[src/rtl/alarm_match_pkg.sv]
package alarm_match_pkg;

  localparam int DATA_W      = 8;
  localparam int ADDR_W      = 4;
  localparam int FIELD_COUNT = 5;
  localparam int FIELD_IDX_W = $clog2(FIELD_COUNT);

  // bit positions inside alarm bytes and status byte
  localparam int MASK_BIT     = 7;
  localparam int ENABLE_BIT   = 6;
  localparam int ST_WD_BIT    = 7;
  localparam int ST_ALARM_BIT = 6;
  localparam int ST_BAT_BIT   = 4;

  // field index 0 = seconds (lowest address) .. 4 = month
  localparam int MONTH_IDX = FIELD_COUNT - 1;

  typedef struct packed {
    logic                   loadAlarm;
    logic                   readAlarm;
    logic                   readStatus;
    logic [FIELD_IDX_W-1:0] fieldIdx;
  } ctrlStrobes_t;

  typedef logic [FIELD_COUNT-1:0][DATA_W-1:0] calVec_t;

  // significant compare bits of each calendar field
  function automatic logic [DATA_W-1:0] fieldBits(input int idx);
    case (idx)
      0, 1:    fieldBits = DATA_W'(8'h7F);
      2, 3:    fieldBits = DATA_W'(8'h3F);
      default: fieldBits = DATA_W'(8'h1F);
    endcase
  endfunction

endpackage

[src/rtl/alarm_match_datapath.sv]
module alarm_match_datapath
  import alarm_match_pkg::*;
(
  input  logic              clk,
  input  logic              rstN,
  input  ctrlStrobes_t      strobes,
  input  logic [DATA_W-1:0] wrData,
  input  calVec_t           curTime,
  input  logic              alarmFlag,
  input  logic              wdFlag,
  input  logic              batLow,
  output logic              allHit,
  output logic              alarmEnable,
  output logic [DATA_W-1:0] rdData
);

  logic [DATA_W-1:0]      alarmRegs [FIELD_COUNT];
  logic [FIELD_COUNT-1:0] fieldHit;
  logic [DATA_W-1:0]      statusByte;

  // alarm byte storage
  always_ff @(posedge clk) begin
    if (!rstN) begin
      for (int i = 0; i < FIELD_COUNT; i++) alarmRegs[i] <= '0;
    end else if (strobes.loadAlarm) begin
      alarmRegs[strobes.fieldIdx] <= wrData;
    end
  end

  // per-field comparator with don't-care mask
  for (genvar f = 0; f < FIELD_COUNT; f++) begin : g_field
    localparam logic [DATA_W-1:0] FIELD_BITS = fieldBits(f);
    logic maskedOut;
    logic sameValue;
    assign maskedOut   = alarmRegs[f][MASK_BIT];
    assign sameValue   = (alarmRegs[f] & FIELD_BITS) == (curTime[f] & FIELD_BITS);
    assign fieldHit[f] = maskedOut | sameValue;
  end

  assign allHit      = &fieldHit;
  assign alarmEnable = alarmRegs[MONTH_IDX][ENABLE_BIT];

  always_comb begin
    statusByte               = '0;
    statusByte[ST_WD_BIT]    = wdFlag;
    statusByte[ST_ALARM_BIT] = alarmFlag;
    statusByte[ST_BAT_BIT]   = batLow;
  end

  // registered read port
  always_ff @(posedge clk) begin
    if (!rstN) begin
      rdData <= '0;
    end else if (strobes.readStatus) begin
      rdData <= statusByte;
    end else if (strobes.readAlarm) begin
      rdData <= alarmRegs[strobes.fieldIdx];
    end else begin
      rdData <= '0;
    end
  end

  AST_ALARM_LOAD: assert property (@(posedge clk) disable iff (!rstN)
    strobes.loadAlarm |=> alarmRegs[$past(strobes.fieldIdx)] == $past(wrData));

  AST_STATUS_READ_FLAG: assert property (@(posedge clk) disable iff (!rstN)
    strobes.readStatus |=> rdData[ST_ALARM_BIT] == $past(alarmFlag));

endmodule

[src/rtl/alarm_match_control.sv]
module alarm_match_control
  import alarm_match_pkg::*;
#(
  parameter int ALARM_BASE  = 2,
  parameter int STATUS_ADDR = 0
) (
  input  logic              clk,
  input  logic              rstN,
  input  logic [ADDR_W-1:0] regAddr,
  input  logic              wrEn,
  input  logic              rdEn,
  input  logic              secTick,
  input  logic              allHit,
  output ctrlStrobes_t      strobes,
  output logic              alarmFlag
);

  localparam logic [ADDR_W-1:0] BASE_A   = ADDR_W'(ALARM_BASE);
  localparam logic [ADDR_W-1:0] LAST_A   = ADDR_W'(ALARM_BASE + FIELD_COUNT - 1);
  localparam logic [ADDR_W-1:0] STATUS_A = ADDR_W'(STATUS_ADDR);

  logic inAlarmRange;
  logic setFlag;
  logic clrFlag;
  logic [ADDR_W-1:0] offset;

  assign inAlarmRange = (regAddr >= BASE_A) && (regAddr <= LAST_A);
  assign offset       = regAddr - BASE_A;

  always_comb begin
    strobes            = '0;
    strobes.fieldIdx   = offset[FIELD_IDX_W-1:0];
    strobes.loadAlarm  = wrEn && inAlarmRange;
    strobes.readAlarm  = rdEn && inAlarmRange;
    strobes.readStatus = rdEn && (regAddr == STATUS_A);
  end

  assign setFlag = secTick && allHit;
  assign clrFlag = strobes.readStatus;

  // sticky flag: a set on the same cycle as a clear wins
  always_ff @(posedge clk) begin
    if (!rstN)        alarmFlag <= 1'b0;
    else if (setFlag) alarmFlag <= 1'b1;
    else if (clrFlag) alarmFlag <= 1'b0;
  end

  AST_SET_ON_MATCH: assert property (@(posedge clk) disable iff (!rstN)
    (secTick && allHit) |=> alarmFlag);

  AST_NO_SET_WITHOUT_TICK: assert property (@(posedge clk) disable iff (!rstN)
    (!secTick && !alarmFlag) |=> !alarmFlag);

  AST_CLEAR_ON_READ: assert property (@(posedge clk) disable iff (!rstN)
    (rdEn && regAddr == STATUS_A && !(secTick && allHit)) |=> !alarmFlag);

  AST_STICKY: assert property (@(posedge clk) disable iff (!rstN)
    (alarmFlag && !(rdEn && regAddr == STATUS_A)) |=> alarmFlag);

endmodule

[src/rtl/alarm_match_top.sv]
module alarm_match_top
  import alarm_match_pkg::*;
#(
  parameter int ALARM_BASE  = 2,
  parameter int STATUS_ADDR = 0
) (
  input  logic              clk,
  input  logic              rstN,
  input  logic [ADDR_W-1:0] regAddr,
  input  logic              wrEn,
  input  logic [DATA_W-1:0] wrData,
  input  logic              rdEn,
  output logic [DATA_W-1:0] rdData,
  input  logic              secTick,
  input  logic [DATA_W-1:0] curMonth,
  input  logic [DATA_W-1:0] curDate,
  input  logic [DATA_W-1:0] curHours,
  input  logic [DATA_W-1:0] curMinutes,
  input  logic [DATA_W-1:0] curSeconds,
  input  logic              wdFlag,
  input  logic              batLow,
  output logic              irqN
);

  ctrlStrobes_t strobes;
  calVec_t      curTime;
  logic         allHit;
  logic         alarmEnable;
  logic         alarmFlag;

  assign curTime = {curMonth, curDate, curHours, curMinutes, curSeconds};

  alarm_match_control #(
    .ALARM_BASE  (ALARM_BASE),
    .STATUS_ADDR (STATUS_ADDR)
  ) u_control (
    .clk       (clk),
    .rstN      (rstN),
    .regAddr   (regAddr),
    .wrEn      (wrEn),
    .rdEn      (rdEn),
    .secTick   (secTick),
    .allHit    (allHit),
    .strobes   (strobes),
    .alarmFlag (alarmFlag)
  );

  alarm_match_datapath u_datapath (
    .clk         (clk),
    .rstN        (rstN),
    .strobes     (strobes),
    .wrData      (wrData),
    .curTime     (curTime),
    .alarmFlag   (alarmFlag),
    .wdFlag      (wdFlag),
    .batLow      (batLow),
    .allHit      (allHit),
    .alarmEnable (alarmEnable),
    .rdData      (rdData)
  );

  assign irqN = ~(alarmFlag & alarmEnable);

endmodule

[config.mk]
export PLATFORM = sky130hd
export DESIGN_NAME = alarm_match_top
export DESIGN_NICKNAME = d
export VERILOG_FILES = /design/src/rtl/alarm_match_pkg.sv /design/src/rtl/alarm_match_datapath.sv /design/src/rtl/alarm_match_control.sv /design/src/rtl/alarm_match_top.sv
export SDC_FILE = /design/constraint.sdc
export NUM_CORES = 1
export LEC_CHECK = 0
export ABC_CLOCK_PERIOD_IN_PS = 4400
export CORE_MARGIN = 1.5
export CORE_UTILIZATION = 35
export DETAILED_ROUTE_END_ITERATION = 10
export PLACE_DENSITY = 0.58
export RECOVER_POWER = 50
export SETUP_SLACK_MARGIN = 0.1
export SYNTH_ARGS = -nofsm -noshare
export SYNTH_HDL_FRONTEND = slang
export SYNTH_HIERARCHICAL = 1
export SYNTH_SLANG_ARGS = --single-unit
[constraint.sdc]
create_clock -name clk -period 4.4 [get_ports clk]
set_input_delay 0.66 -clock clk [delete_from_list [all_inputs] [get_ports clk]]
set_output_delay 0.66 -clock clk [all_outputs]
set_load 0.02 [all_outputs]
==> flow_summary.toml, run 1 <==
[synthesis]
seq_area_frac_synth_pct = 58.9
mappedNetlistNets = 312
syn_area_sq_um = 3570
yosys_warnings = 6
ys_seq_elements = 73
synth.top_cell.area_share_pct = 53.9
avgSynthCellArea_sq_um = 14.2
synth_cells = 252
netlist_top_cells_area = "edfxtp_1, and2_1, dfxtp_1"
synthDistinctLibCells = 37
synth_top_cell_by_area = "edfxtp_1"

[floorplan]
die_w_um = 104
fp.dieH_um = 104
die_area_sq_um = 10800
io_pins = 68
core_sq_um = 9820
rows = 36
start_util_pct = 36.3

[route]
vias_per_cell = 4.78
drtIter0Drc = 84
ant_nets = 0
wl_per_cell_um = 18.2
routed_wirelength_um = 8310
drcViolationCount = 0
dr.pass1.iters = 4
vias = 2184

[critical_path]
required_ns = 4.39
crit_start = "regAddr[1]"
r2r_cells = 6
critPathKind = "input port to register"
worstPathMaxFanout = 9
reg2reg_from = "u_datapath/alarmRegs[3][2]"
regToRegSetupSlack_ns = 2.28
crit_path_end = "u_datapath/alarmRegs[4][5]"
rr_endpoint = "u_control/alarmFlag"
crit_path_start_kind = "input port"
arrival_ns = 3.26
cp-end-kind = "register"

[timing]
relSlewSlack_pct = 33.8
hold_viol_final = 0
rsz0062_at_grt = "no"
min_period_ns = 3.27
period_share_pct = 74.3
worst_slew_pin_slew_ns = 0.993
setup_viol = 0
setup_tns_ns = 0
drv_slew = 0
fmax_mhz = 306
worst_clock_skew_ns = 0.00619

[hold_path]
hp-class = "register to register"

[global_routing]
antenna_found_initial = 0
track_usage_pct = 15.9
grt_max_degree = 21
grt_pass1_wl_um = 12700
overflow = 0
first_global_vias = 2262

[clock_network]
worstSkewPairLatency_ns = 0.34
postCtsHoldBufs = 0
cts_buffers = 9
cts_sinks = 73
htreeDepth = 3
cts-root-buf = "clkbuf_8"
cts_tree = "built"
post_cts_buffers = 0
cts_buffer_depth = 2
path_clk_slew_ns = 0.07
cts_resized = 0

[final_layout]
drive_gt1_share_pct = 9.57
nets = 379
area_delta_synth_final_pct = 25.7
final_cell_area_sq_um = 4480
antenna_cells = 0
nFillCells = 940

[power_and_ir_drop]
p_leak_nw = 1.57
power.total_mw = 1.55
peakVddDrop_mv = 0.159
powerDensity_nw_per_um2 = 347

[placement]
dpl-instance-area_sq_um = 4280
gp_congestion = 0.762
hpwl_um = 6110
io_buffers = 58

[job]
max_cap_viol_count = 0

[run_status]
status = "finished, final reports clean"
## cells in the final DEF (no fill, tap or decap), types with 2 or more instances in the layout
cell             synthesis  routed
nor4_1                   6       6
nor3_1                   1       2
clkinv_2                 0       2
xnor2_1                 14      14
a31oi_1                  2       2
nand2b_1                 6       6
edfxtp_1                64      64
a21oi_1                  2       2
bufinv_16                0       2
nor2_1                  11      13
dlygate4sd3_1            0      19
nand4b_1                 3       3
mux4_1                   2       2
dfxtp_1                  9       9
clkbuf_1                 0       3
nand2_1                  5       5
nor2b_1                  3       3
clkbuf_8                 0      10
mux2i_1                 17      17
xor2_1                  17      17
a22oi_1                  6       6
and2_1                  42      30
clkdlybuf4s50_1          0      39
a21boi_0                 0       3
buf_4                    2       4
inv_1                    4       4
and2_0                   0      12
mux4_2                   8       8
o21ai_0                  3       3
## synthesized netlist by cell type, drive strengths merged
| cell type | number |
|---|---|
| a2111oi | 1 |
| a211oi | 1 |
| a21boi | 3 |
| a21oi | 2 |
| a22oi | 6 |
| a311oi | 1 |
| a31oi | 2 |
| a41oi | 1 |
| and2 | 42 |
| buf | 9 |
| dfxtp | 9 |
| edfxtp | 64 |
| ha | 1 |
| inv | 4 |
| mux2i | 17 |
| mux4 | 10 |
| nand2 | 5 |
| nand2b | 6 |
| nand3 | 2 |
| nand3b | 2 |
| nand4 | 1 |
| nand4b | 3 |
| nor2 | 13 |
| nor2b | 3 |
| nor3 | 3 |
| nor4 | 6 |
| o21ai | 3 |
| o22ai | 1 |
| xnor2 | 14 |
| xor2 | 17 |
## flip-flops by register name, indices dropped and copies added (netlist names)
register / count
u_datapath/rdData: 8
u_datapath/alarmRegs: 64
u_control/alarmFlag: 1
## power breakdown
| group | total (mW) | internal [mW] | switching, mW | leakage, nW |
|---|---|---|---|---|
| Combinational | 0.183 | 0.0965 | 0.0861 | 0.795 |
| Clock | 0.577 | 0.331 | 0.246 | 0.110 |
| Sequential | 0.794 | 0.778 | 0.0164 | 0.670 |
| Total | 1.55 | 1.21 | 0.348 | 1.57 |
## per-layer routing
layer	vias to the layer above	routed length, um	global-route usage (%)
met5	-	0	0
met4	0	96	6.55
met3	9	305	2.82
met2	51	4190	26.9
met1	1061	3720	20.2
li1	1063	-	-
## worst min-delay path by stage
stage / from / end / slack [ns] / cells past startpoint
finish: u_control/alarmFlag / u_datapath/rdData[6] / 0.51 / 2
global route: u_control/alarmFlag / u_datapath/rdData[6] / 0.55 / 2
CTS: u_control/alarmFlag / u_datapath/rdData[6] / 0.50 / 2
detailed placement: u_control/alarmFlag / u_datapath/rdData[6] / 0.49 / 2
global placement: u_control/alarmFlag / u_datapath/rdData[6] / 0.49 / 2
floorplan: u_control/alarmFlag / u_datapath/rdData[6] / 0.45 / 2
## worst max-delay path: stages
cell and delay, ns:
dlygate4sd3_1 0.61, ha_1 0.17, nand2b_1 0.08, a2111oi_2 0.54
nand3_2 0.21, nor3_2 0.51, nand2b_1 0.48
## cell families (layout without fill, tap and decap cells)
family / Yosys count / after routing / synth area share [%]
AOI/OAI and AO/OA: 21 / 21 / 4.25
and+or+nand+nor: 86 / 86 / 14.8
xor gates and xnor gates: 31 / 31 / 7.61
muxes: 27 / 27 / 11.3
buffers and inverters: 13 / 85 / 2.70
DFF: 73 / 73 / 58.9
adders and majority gates: 1 / 1 / 0.351
## per-stage QoR
stage	worst slack (ns)	hold WS, ns	cells	utilization [%]
5_1_grt	0.942	0.553	457	45.6
6_report	1.13	0.514	457	45.6
2_1_floorplan	1.82	0.448	252	-
4_1_cts	1.17	0.503	457	45.9
3_3_place_gp	0.850	0.487	441	43.6
3_5_place_dp	0.806	0.490	441	43.6
## layout make-up
| type | count | area [sq um] | area share (%) |
|---|---|---|---|
| Sequential cell | 73 | 2100 | 46.9 |
| Multi-Input combinational cell | 166 | 1360 | 30.3 |
| Timing Repair Buffer | 65 | 622 | 13.9 |
| Tap cell | 133 | 166 | 3.71 |
| Clock buffer | 10 | 138 | 3.07 |
| Clock inverter | 6 | 81.3 | 1.81 |
| Inverter | 4 | 15.0 | 0.335 |
Note: power is estimated with default switching activity, not from simulation.
==> inputs of run 2 (changes only) <==
--- a/config.mk
+++ b/config.mk
@@ -5,7 +5,7 @@
 export SDC_FILE = /design/constraint.sdc
 export NUM_CORES = 1
 export LEC_CHECK = 0
-export ABC_CLOCK_PERIOD_IN_PS = 4400
+export ABC_CLOCK_PERIOD_IN_PS = 3280
 export CORE_MARGIN = 1.5
 export CORE_UTILIZATION = 35
 export DETAILED_ROUTE_END_ITERATION = 10
==> constraint.sdc (replaced) <==
create_clock -name clk -period 3.28 [get_ports clk]
set_input_delay 0.492 -clock clk [delete_from_list [all_inputs] [get_ports clk]]
set_output_delay 0.492 -clock clk [all_outputs]
set_load 0.02 [all_outputs]
==> run 2 against run 1 <==
  * Design area rose by 0.67%
  * Critical endpoint is now u_datapath/rdData[0]
  * Sequential power rose by 34%
  * Clock skew fell by 0.0012 ns
  * Non-clock buffer count rose by 5
  * Clock power rose by 45%
  * Worst setup slack got worse by 0.62 ns
  * Hold slack got worse by 0.019 ns
  * Highest routed layer unchanged
  * First-iteration DRC count fell by 9.5%
  * Critical path depth did not move
  * Sequential share of layout area fell by 0.31 points
  * Global-route usage rose by 0.79 points
==> flow_summary.toml, run 2 (same netlist as run 1, synthesis figures left out) <==
[clock_network]
htreeDepth = 3
path_clk_slew_ns = 0.08
cts_tree = "built"
cts-root-buf = "clkbuf_8"
cts_sinks = 73
post_cts_buffers = 0
cts_resized = 0
cts_buffers = 9
cts_buffer_depth = 2
postCtsHoldBufs = 0
worstSkewPairLatency_ns = 0.34

[critical_path]
critPathBufInv = 3
slowest_delay_ns = 0.80
crit_path_start_kind = "input port"
required_ns = 3.51
cp-end-kind = "register"
worstPathMaxFanout = 15
crit_chain = "dlygate4sd3_1, ha_1, inv_1, clkbuf_1, mux4_2, mux2i_1, nor2_1"
critPathTopFamily = "buffers and inverters"
slowest_stage = "clkbuf_1"
arrival_ns = 3.00
critPathKind = "input port to register"

[final_layout]
top_regs = "u_datapath/alarmRegs x64, u_datapath/rdData x8, u_control/alarmFlag x1"
finish.utilization_pct = 45.9
largest_reg_flops = 64
regMostFlops = "u_datapath/alarmRegs"
final_common_cell = "edfxtp_1"
nets = 384
antenna_cells = 0
seqCellArea_sq_um = 2100
layout_common_cells = "edfxtp_1, clkdlybuf4s50_1, and2_1"
nFillCells = 921
multi_input_area_sq_um = 1350
drive_gt1_share_pct = 10.4
area_delta_synth_final_pct = 26.5

[timing]
setup_viol = 0
hold_viol_final = 0
worst_slew_pin_slew_ns = 1.07
setup_tns_ns = 0
period_share_pct = 84.5
min_period_ns = 2.77
worst_clock_skew_ns = 0.00502
relSlewSlack_pct = 28.9
fmax_mhz = 361
drv_slew = 0
rsz0062_at_grt = "no"

[power_and_ir_drop]
pwr-share-seq_pct = 49.5
swShare_pct = 22.2
internal_power_mw = 1.67
peakVddDrop_mv = 0.184
powerDensity_nw_per_um2 = 477
p_leak_nw = 1.59
power.total_mw = 2.15
pwr-share-clk_pct = 38.9
switchingPower_mw = 0.479
p_comb_share_pct = 11.6

[global_routing]
overflow = 0
grt_pass1_wl_um = 13400
first_global_vias = 2444
track_usage_pct = 16.7
grt_max_degree = 21
antenna_found_initial = 0

[route]
vias_per_cell = 4.90
wl_per_cell_um = 18.6
ant_nets = 0
drtIter0Drc = 76
drcViolationCount = 0
dr.pass1.iters = 4
routed_wirelength_um = 8590
vias = 2261

[floorplan]
start_util_pct = 36.3
core_sq_um = 9820
die_w_um = 104
die_area_sq_um = 10800
io_pins = 68
fp.dieH_um = 104
rows = 36

[placement]
hpwl_um = 6350
io_buffers = 58
gp_congestion = 0.770

[hold_path]
hp-class = "register to register"

[run_status]
status = "finished, final reports clean"

[job]
max_cap_viol_count = 0
[run 2: cell count changes in the layout (fill, tap and decap cells not counted), moves of 2 or more]
cell	before	now
and2_0	12	2
and2_1	30	40
clkbuf_1	3	6
a21boi_0	3	1
a21boi_1	0	2
buf_4	4	6
nor2_1	13	11
nor2_2	0	2
[run 2: path summary, 6_finish.rpt]
check | from | end | slack (ns) | cells past startpoint
setup / recovery | regAddr[1] | u_datapath/rdData[0] | 0.51 | 7
hold / removal | u_control/alarmFlag | u_datapath/rdData[6] | 0.50 | 2
hold reg to reg | u_control/alarmFlag | u_datapath/rdData[6] | 0.50 | 2
setup reg to reg | u_datapath/alarmRegs[1][0] | u_control/alarmFlag | 1.19 | 6
[run 2: metrics by stage]
step                      area (sq um)  setup WS [ns]  cells  hold WS [ns]
after CTS                         4550          0.659    461         0.505
after global routing              4510          0.354    461         0.542
final                             4510          0.509    461         0.496
after global placement            4320          0.341    446         0.488
after detailed placement          4320          0.293    446         0.488
after floorplan                   3570          0.869    252         0.448
[run 2: tightest hold or removal path: cells and delay by family (launching register included)]
family,cells,cell delay (ns)
DFF,1,0.34
AOI/OAI and AO/OA,1,0.05
and+or+nand+nor,1,0.06
[run 2: final cells by class]
class	instances	area share (%)
clock buffers	9	2.75
multi-input cells	166	29.9
clock inverters	6	2.38
well taps	133	3.69
inverters	4	0.333
flip-flops and latches	73	46.6
repair buffers	70	14.4
[run 2: metal layers]
metal	wire [um]	GRT usage, %	vias to the layer above
met5	0	0	-
met4	79	5.36	0
met3	338	3.76	6
met2	4490	30.0	50
met1	3680	19.8	1134
li1	-	-	1071
[run 2: power groups by stage]
stage                     Combinational [mW]  Clock (mW)  Sequential, mW
after CTS                              0.259       0.851            1.07
after global routing                   0.269       0.884            1.07
after floorplan                        0.137           0            1.08
final                                  0.249       0.838            1.06
after detailed placement               0.258           0            1.09
after global placement                 0.256           0            1.09
==> inputs of run 3 (changes only) <==
--- a/config.mk
+++ b/config.mk
@@ -5,11 +5,11 @@
 export SDC_FILE = /design/constraint.sdc
 export NUM_CORES = 1
 export LEC_CHECK = 0
-export ABC_CLOCK_PERIOD_IN_PS = 3280
+export ABC_CLOCK_PERIOD_IN_PS = 2300
 export CORE_MARGIN = 1.5
 export CORE_UTILIZATION = 35
 export DETAILED_ROUTE_END_ITERATION = 10
-export PLACE_DENSITY = 0.58
+export PLACE_DENSITY = 0.6
 export RECOVER_POWER = 50
 export SETUP_SLACK_MARGIN = 0.1
 export SYNTH_ARGS = -nofsm -noshare
==> constraint.sdc (replaced) <==
create_clock -name clk -period 2.3 [get_ports clk]
set_input_delay 0.345 -clock clk [delete_from_list [all_inputs] [get_ports clk]]
set_output_delay 0.345 -clock clk [all_outputs]
set_load 0.02 [all_outputs]
==> run 3 against run 2 <==
  * Utilization rose by 2.1 points
  * Highest routed layer unchanged
  * Worst setup slack got worse by 0.34 ns
  * Clock-buffer cell count rose by 3
  * Combinational power rose by 54%
  * Clock power rose by 35%
  * Cell count rose by 4.1%
  * Non-clock buffer count rose by 18
  * Global-route usage fell by 0.33 points
  * Register-to-register slack got worse by 0.92 ns
  * Flip-flop and latch count did not move
==> flow_summary.toml, run 3 (same netlist as run 1, synthesis figures left out) <==
[floorplan]
io_pins = 68
fp.dieH_um = 104
rows = 36
core_sq_um = 9820
start_util_pct = 36.3
die_area_sq_um = 10800
die_w_um = 104

[timing]
relSlewSlack_pct = 59.7
drv_slew = 0
worst_slew_pin_slew_ns = 0.604
period_share_pct = 92.5
hold_viol_final = 0
setup_viol = 0
rsz0062_at_grt = "no"
worst_clock_skew_ns = 0.00891
postLayoutSetupSlackWorst_ns = 0.172
fmax_mhz = 470
min_period_ns = 2.13
setup_tns_ns = 0

[clock_network]
worstSkewPairLatency_ns = 0.34
cts_tree = "built"
path_clk_slew_ns = 0.07
htreeDepth = 3
cts_buffers = 9
cts-root-buf = "clkbuf_8"
cts_sinks = 73
cts_buffer_depth = 2

[global_routing]
overflow = 0
track_usage_pct = 16.4
grt_pass1_wl_um = 13100
first_global_vias = 2417
antenna_found_initial = 0
grt_max_degree = 21

[final_layout]
nets = 402
finish.utilization_pct = 48.0
drive_gt1_share_pct = 16.7
top_regs = "u_datapath/alarmRegs x64, u_datapath/rdData x8, u_control/alarmFlag x1"
layout_common_cells = "edfxtp_1, clkdlybuf4s50_1, and2_1"
largest_reg_flops = 64
final_cell_area_sq_um = 4710
final_cells = 480
area_delta_synth_final_pct = 32.2
antenna_cells = 0
final_common_cell = "edfxtp_1"
regMostFlops = "u_datapath/alarmRegs"

[placement]
hpwl_um = 6260
post-place-ws_ns = -0.199
place_inst = 464
gp_congestion = 0.806
dpl-instance-area_sq_um = 4490
io_buffers = 58

[hold_path]
hold_start = "u_control/alarmFlag"
hp-class = "register to register"
hold_end = "u_datapath/rdData[6]"
whs_path_depth = 2

[route]
drtIter0Drc = 85
drcViolationCount = 0
ant_nets = 0
dr.pass1.iters = 4
wl_per_cell_um = 17.4
vias_per_cell = 4.70
routed_wirelength_um = 8330
vias = 2258

[critical_path]
rr_endpoint = "u_control/alarmFlag"
critPathKind = "input port to register"
reg2reg_from = "u_datapath/alarmRegs[2][4]"
worstPathMaxFanout = 8
r2r_cells = 7
cp-end-kind = "register"
arrival_ns = 2.18
regToRegSetupSlack_ns = 0.27
required_ns = 2.36
crit_path_start_kind = "input port"

[power_and_ir_drop]
p_leak_nw = 1.73
peakVddDrop_mv = 0.304
powerDensity_nw_per_um2 = 644

[run_status]
status = "finished, final reports clean"

[job]
max_cap_viol_count = 0
run 3: per-stage QoR:
step | hold slack (ns) | power [mW]
2_1_floorplan | 0.444 | 1.74
3_3_place_gp | 0.488 | 1.94
4_1_cts | 0.493 | 3.07
3_5_place_dp | 0.483 | 1.94
6_report | 0.486 | 3.04
5_1_grt | 0.533 | 3.14
run 3: area by class of cell:
type                            instances  area (sq um)
Fill cell                             896          5110
Timing Repair Buffer                   88           830
Tap cell                              133           166
Clock buffer                           12           155
Clock inverter                          4          73.8
Multi-Input combinational cell        166          1370
Sequential cell                        73          2100
Inverter                                4          15.0
run 3: critical path: stages:
cell	delay, ns
dlygate4sd3_1	0.55
nand2b_1	0.18
a2111oi_2	0.30
buf_4	0.19
nand3b_4	0.10
nor3_1	0.19
nand2b_1	0.19
buf_12	0.14
run 3: repair_timing:
action                                 CTS  global route
resized for setup                        0             4
buffers inserted                         0             0
hold buffers                             0             0
setup endpoints to repair                0            41
endpoints found under the hold margin    0             0
run 3: where the power goes:
part	leakage [nW]	switching, mW	internal [mW]
Combinational	0.943	0.173	0.210
Clock	0.117	0.462	0.673
Sequential	0.670	0.0325	1.49
run 3: how the worst max path moves through the flow:
stage	startpoint	to	slack, ns
after global routing	regAddr[0]	u_datapath/alarmRegs[0][5]	0.08
after floorplan	regAddr[2]	u_datapath/alarmRegs[1][0]	0.04
after global placement	regAddr[1]	u_datapath/alarmRegs[6][4]	-0.26
after detailed placement	regAddr[2]	u_datapath/alarmRegs[6][4]	-0.20
final	regAddr[0]	u_datapath/alarmRegs[0][0]	0.17
after CTS	regAddr[2]	u_datapath/alarmRegs[6][7]	0.16
run 3: per-layer routing:
layer | vias up | global-route usage (%) | part of all wire [%] | routed length, um
li1 | 1112 | - | - | -
met1 | 1076 | 20.6 | 44 | 3660
met2 | 56 | 27.1 | 49 | 4090
met3 | 14 | 2.94 | 4.6 | 381
met4 | 0 | 8.33 | 2.3 | 195
met5 | - | 0 | 0 | 0
